<file path="config.mk">
export PLATFORM = sky130hd
export DESIGN_NAME = scoreboard_sched
export DESIGN_NICKNAME = d
export VERILOG_FILES = /design/src/rtl/scoreboard_sched.sv
export SDC_FILE = /design/constraint.sdc
export NUM_CORES = 1
export LEC_CHECK = 0
export BUFFER_PORTS_ARGS = -buffer_cell sky130_fd_sc_hd__buf_2
export CAP_MARGIN = 20
export CORE_AREA = 8 8 170 204
export CTS_BUF_LIST = sky130_fd_sc_hd__clkbuf_8
export CTS_CLUSTER_SIZE = 20
export DETAILED_ROUTE_END_ITERATION = 8
export DIE_AREA = 0 0 178 212
export GPL_ROUTABILITY_DRIVEN = 0
export PLACE_DENSITY = 0.6
export REMOVE_ABC_BUFFERS = 1
export SLEW_MARGIN = 20
export SYNTH_ARGS = -nofsm -noshare
export SYNTH_HDL_FRONTEND = slang
export SYNTH_SLANG_ARGS = --single-unit
</file>
<file path="constraint.sdc">
create_clock -name clk -period 3.35 [get_ports clk]
set_input_delay 1.005 -clock clk [delete_from_list [all_inputs] [get_ports clk]]
set_output_delay 1.005 -clock clk [all_outputs]
set_load 0.005 [all_outputs]
</file>
<file path="src/rtl/scoreboard_sched.sv">
module scoreboard_sched #(
  parameter int NREG    = 16,
  parameter int LAT_INT = 1,
  parameter int LAT_ADD = 2,
  parameter int LAT_MUL = 10,
  parameter int LAT_DIV = 40
) (
  input  logic                    clk,
  input  logic                    rst_n,
  input  logic                    in_valid,
  output logic                    in_ready,
  input  logic [1:0]              in_cls,
  input  logic [$clog2(NREG)-1:0] in_dst,
  input  logic [$clog2(NREG)-1:0] in_src1,
  input  logic [$clog2(NREG)-1:0] in_src2,
  output logic [4:0]              start_vec,
  output logic [4:0]              wb_vec,
  output logic [$clog2(NREG)-1:0] wb_reg,
  output logic [4:0]              fu_busy,
  output logic [4:0]              fu_rdy_j,
  output logic [4:0]              fu_rdy_k,
  output logic [NREG*3-1:0]       reg_owner
);
  localparam int RW   = $clog2(NREG);
  localparam int NU   = 5;
  localparam int UW   = 3;
  localparam int LM1  = (LAT_MUL > LAT_DIV) ? LAT_MUL : LAT_DIV;
  localparam int LM2  = (LAT_ADD > LAT_INT) ? LAT_ADD : LAT_INT;
  localparam int LMAX = (LM1 > LM2) ? LM1 : LM2;
  localparam int TW   = $clog2(LMAX + 1);
  localparam logic [UW-1:0] NONE = '1;

  typedef enum logic [1:0] {P_IDLE, P_READ, P_EXEC, P_WRITE} phase_t;

  phase_t         ph  [NU];
  logic [RW-1:0]  fi  [NU];
  logic [RW-1:0]  fj  [NU];
  logic [RW-1:0]  fk  [NU];
  logic [UW-1:0]  qj  [NU];
  logic [UW-1:0]  qk  [NU];
  logic           rj  [NU];
  logic           rk  [NU];
  logic [TW-1:0]  tmr [NU];
  logic [UW-1:0]  rrs [NREG];

  logic [UW-1:0]  tgt;
  logic           issue;
  logic [NU-1:0]  war;
  logic [NU-1:0]  wreq;
  logic           wb_any;
  logic [UW-1:0]  wb_u;
  logic [UW-1:0]  own_j, own_k;

  function automatic logic [TW-1:0] lat_of(input int u);
    case (u)
      0:       lat_of = TW'(LAT_INT);
      1:       lat_of = TW'(LAT_ADD);
      4:       lat_of = TW'(LAT_DIV);
      default: lat_of = TW'(LAT_MUL);
    endcase
  endfunction

  always_comb begin
    case (in_cls)
      2'd0:    tgt = 3'd0;
      2'd1:    tgt = 3'd1;
      2'd2:    tgt = (ph[2] == P_IDLE) ? 3'd2 : 3'd3;
      default: tgt = 3'd4;
    endcase
  end

  assign in_ready = (ph[tgt] == P_IDLE) && (rrs[in_dst] == NONE);
  assign issue    = in_valid && in_ready;

  always_comb begin
    for (int u = 0; u < NU; u++) begin
      war[u] = 1'b0;
      for (int v = 0; v < NU; v++)
        if (ph[v] == P_READ &&
            ((rj[v] && fj[v] == fi[u]) || (rk[v] && fk[v] == fi[u])))
          war[u] = 1'b1;
      wreq[u]      = (ph[u] == P_WRITE) && !war[u];
      start_vec[u] = (ph[u] == P_READ) && rj[u] && rk[u];
      fu_busy[u]   = (ph[u] != P_IDLE);
      fu_rdy_j[u]  = rj[u];
      fu_rdy_k[u]  = rk[u];
    end
  end

  always_comb begin
    wb_any = 1'b0;
    wb_u   = NONE;
    wb_reg = '0;
    for (int u = NU - 1; u >= 0; u--)
      if (wreq[u]) begin
        wb_any = 1'b1;
        wb_u   = UW'(u);
        wb_reg = fi[u];
      end
    for (int u = 0; u < NU; u++)
      wb_vec[u] = wb_any && (wb_u == UW'(u));
  end

  assign own_j = (wb_any && rrs[in_src1] == wb_u) ? NONE : rrs[in_src1];
  assign own_k = (wb_any && rrs[in_src2] == wb_u) ? NONE : rrs[in_src2];

  always_comb
    for (int r = 0; r < NREG; r++)
      reg_owner[r*UW +: UW] = rrs[r];

  always_ff @(posedge clk or negedge rst_n) begin
    if (!rst_n) begin
      for (int u = 0; u < NU; u++) begin
        ph[u]  <= P_IDLE;
        fi[u]  <= '0;
        fj[u]  <= '0;
        fk[u]  <= '0;
        qj[u]  <= NONE;
        qk[u]  <= NONE;
        rj[u]  <= 1'b0;
        rk[u]  <= 1'b0;
        tmr[u] <= '0;
      end
      for (int r = 0; r < NREG; r++) rrs[r] <= NONE;
    end else begin
      for (int u = 0; u < NU; u++) begin
        if (wb_vec[u]) begin
          ph[u] <= P_IDLE;
        end else if (start_vec[u]) begin
          ph[u]  <= P_EXEC;
          tmr[u] <= lat_of(u);
          rj[u]  <= 1'b0;
          rk[u]  <= 1'b0;
        end else if (ph[u] == P_EXEC) begin
          tmr[u] <= tmr[u] - 1'b1;
          if (tmr[u] == TW'(1)) ph[u] <= P_WRITE;
        end
        if (wb_any && qj[u] == wb_u) begin
          rj[u] <= 1'b1;
          qj[u] <= NONE;
        end
        if (wb_any && qk[u] == wb_u) begin
          rk[u] <= 1'b1;
          qk[u] <= NONE;
        end
        if (issue && tgt == UW'(u)) begin
          ph[u] <= P_READ;
          fi[u] <= in_dst;
          fj[u] <= in_src1;
          fk[u] <= in_src2;
          qj[u] <= own_j;
          qk[u] <= own_k;
          rj[u] <= (own_j == NONE);
          rk[u] <= (own_k == NONE);
        end
      end
      if (wb_any) rrs[wb_reg] <= NONE;
      if (issue)  rrs[in_dst] <= tgt;
    end
  end
endmodule

</file>
==> summary.md <==
| Metric | Value |
|---|---|
| Total Wirelength | between 40000 and 50000 um |
| Setup ws final | -0.6413 ns |
| Crit path launch type | register |
| Overflow after GRT | 0 |
| Die height | approximately 210 um |
| Worst Hold Class | in -> async |
| Status | finished, violations left |
| Max_cap viols | 0 |
| R2R setup slack | 0.06 ns |
| Final Hold Viols | 0 |
| Chip width | around 180 um |
| Pins Over Slew Limit | 0 |
| Num CTS Buffers | 17 |
| Top cell type's share of synthesized area | between 20% and 30% |
| Cells on worst reg2reg path | 15 |
| FILL cells | around 2800 |
| Antenna Nets Post-Route | 0 |
| Synth top area cells | dfrtp_1 (22%), dfstp_2 (17%), xnor2_1 (9.7%) |
| Leakage | 6.865 nW |
| Worst hold margin | between 0.4 and 0.5 ns |
| DR vias | approximately 10000 |
| Period minus WS final | approximately 4.0 ns |
| HPWL after DPL | 31010 um |
| Clk root buf | clkbuf_8 |
| Core area | around 0.032 sq mm |
| First DRT Iteration DRCs | a little over 700 |
| DRC viols | 0 |
| Synth Register Bits | between 150 and 200 |
| H-tree depth | 4 |
| Worst-path clk slew | about 0.11 ns |
| Reg-to-reg critical path startpoint | fi[18] |
| Worst R2R End | reg_owner[0] |
| Worst setup path class | reg -> out |
| Cell accounting for the most synthesized area | dfrtp_1 |
| Area after DPL | 0.01448 sq mm |
| Synth warn | 0 |
| Crit path required time | between 2 and 2.5 ns |
| Vias in the first global route | approximately 11000 |
| Clock tree from TritonCTS | yes |
| Largest net degree at the start of global routing | between 60 and 70 |
| CTS Buffer Depth | 2 |
| Clock sinks | 188 |
| Nets | 1468 |
| Crit-path most repeated cell | nand4_1 |
| Vias per cell | approximately 5.6 |
| Instance count on the critical path | 10 |
| Crit-path max cell delay | approximately 0.56 ns |
| Cell with the most instances after synthesis | xnor2_1 |
| Cells after synthesis | 1199 |
| Period utilization | 119.1% |
| Yosys cell types | 74 |
| Worst EP arrival | between 2 and 3 ns |
| Drt wl/cell | around 22 um |
| CP Max Fanout | 4 |
| Crit path max-delay family | simple AND/OR/NAND/NOR gates |
| Async SR Flop Fraction | between 90% and 100% |
| Design area | ~0.016 sq mm |
| Setup TNS | -3.469 ns |
| Initial antenna violation count | 0 |
| Sequential share of the synthesized area | between 30% and 40% |
| Clk Latency, worst-skew pair | roughly 0.51 ns |
| Worst VDD drop | 297.0 uV |
| Worst Setup End Kind | output pin |
| Slew @ Worst Pin | 0.6038 ns |
| Area growth from synthesis to layout | 28.73% |
| Post-Synthesis Mean Instance Area | between 10 and 15 sq um |
| Failing checks | setup timing |
| Number of diodes | 0 |
| Fmax | 250.5 MHz |
| Initial core utilization | 38.90% |
| Final Util | around half |
| Gr usage total | a little over a fifth |
| FP Rows | 72 |
| Finish-stage setup viols | 9 |
| Slew headroom | about 60% |
| I/O Buffers | 94 |
| Final Skew | roughly 0.023 ns |
| Commonest cells post-synth | xnor2_1 (136), dfrtp_1 (110), nor2_1 (88) |
| Total power | about 9.5 mW |
| Power Dens Cells | 598.3 mW/mm^2 |
| Area of the mapped netlist | 0.01230 sq mm |
| First-pass iteration count of the detailed router | 5 |
| Crit path capture | wb_reg[0] |
| Leading register cell type out of synthesis | dfrtp_1 |
| I/O Pins | 95 |
| Number of synthesized flops with an enable pin | 0 |
| Slowest CP cell | or4b_1 |
| Critical-path cell list | buf_4 > xnor2_1 > nand4_1 > o22ai_2 > or4b_1 > o2111ai_1 > nand4_1 > a32oi_2 > inv_1 > buf_2 |
| Die area | between 0.03 and 0.04 sq mm |
| Global-route wire length before repair | between 60000 and 70000 um |
| Unrepaired setup endpoints after global routing | true |
| Number of buffers and inverters on the critical path | 3 |
| CP startpoint | fi[9] |
| Layout cell share with drive strength beyond 1 | a little under half |
## state kept, by name, summed over array words and instances, names as in the netlist
register   count
reg_owner     48
tmr           30
fi            20
fj            20
fk            20
qj            15
qk            15
ph            10
fu_rdy_j       5
fu_rdy_k       5
## cells by family (layout without fill, tap and decap cells)
kind of cell	after synthesis	in the layout	share of synthesized area (%)
compound gates	224	224	12.95
simple gates	322	322	13.66
mux	112	112	13.17
fa+ha+maj	10	10	1.017
flops	188	188	39.04
xor+xnor	201	201	14.31
buf+inv	142	397	5.849
## cell usage in the layout (no fill, tap or decap), types with 20 or more instances in the layout
cell	n
nand2b_1	20
nand3_1	25
xor2_1	57
mux2_2	59
dfrtp_1	93
a21oi_1	37
nand2_1	50
mux4_2	34
nor2_1	79
buf_6	23
dfstp_2	78
o21ai_0	30
xnor2_1	130
nand4_1	30
buf_2	85
a2bb2oi_1	48
buf_12	20
clkbuf_8	20
inv_1	33
buf_4	194
## per-stage QoR
stage / worst slack [ns] / std cells
after floorplan: -1.342 / 1097
after global placement: -0.4040 / 1797
after detailed placement: -0.4227 / 1797
after CTS: -0.5812 / 1847
after global routing: -0.7253 / 1861
final: -0.6413 / 1861
## final cells by class
| type | instances | area, sq um | area share (%) |
|---|---|---|---|
| Timing Repair Buffer | 325 | 2597 | 16.40 |
| Inverter | 40 | 162.7 | 1.027 |
| Clock buffer | 19 | 261.5 | 1.652 |
| Clock inverter | 13 | 171.4 | 1.083 |
| Multi-Input combinational cell | 869 | 7308 | 46.16 |
| Tap cell | 407 | 509.2 | 3.216 |
| Sequential cell | 188 | 4823 | 30.46 |
## report_power, final
part / internal (mW) / leakage, nW / switching (mW) / total [mW]
sequential: 2.95 / 2.24 / 0.654 / 3.60
clock: 0.736 / 0.221 / 0.937 / 1.67
combinational: 2.06 / 4.40 / 2.14 / 4.20
total: 5.74 / 6.87 / 3.73 / 9.47
## per-layer routing
metal,global-route usage (%),share of wire (%),vias to the layer above
met3,3.873,5.0,114
met4,10.39,4.7,0
met2,36.79,50,371
li1,-,-,4742
met5,0,0,-
met1,26.17,40,5249
## worst register-to-register path, stage by stage (launching register included)
cell     delay [ns]
dfrtp_2        0.46
buf_6          0.13
buf_16         0.13
xnor2_1        0.12
nand4_1        0.13
o22ai_2        0.10
a21oi_2        0.14
nand4_1        0.19
buf_6          0.20
inv_8          0.06
or2b_1         0.26
a22o_4         0.28
buf_6          0.12
or3b_4         0.46
or2_4          0.28
a22oi_2        0.16
## worst min path at each step
stage                     cells after the start           end          from
final                                         1       tmr[10]         rst_n
after global routing                          1       tmr[10]         rst_n
after CTS                                     1       tmr[10]         rst_n
after detailed placement                      1        qk[12]        qk[12]
after global placement                        2       tmr[19]       tmr[19]
after floorplan                               2  reg_owner[5]  reg_owner[5]
## what timing repair did
item | 4_1_cts | 5_1_grt
hold buffers | 0 | 0
cloned | 1 | 0
pin swaps | 26 | 39
resized for setup | 84 | 74
setup endpoints to repair | 17 | 28
buffers inserted | 20 | 18
(Power assumes the default switching activity.)
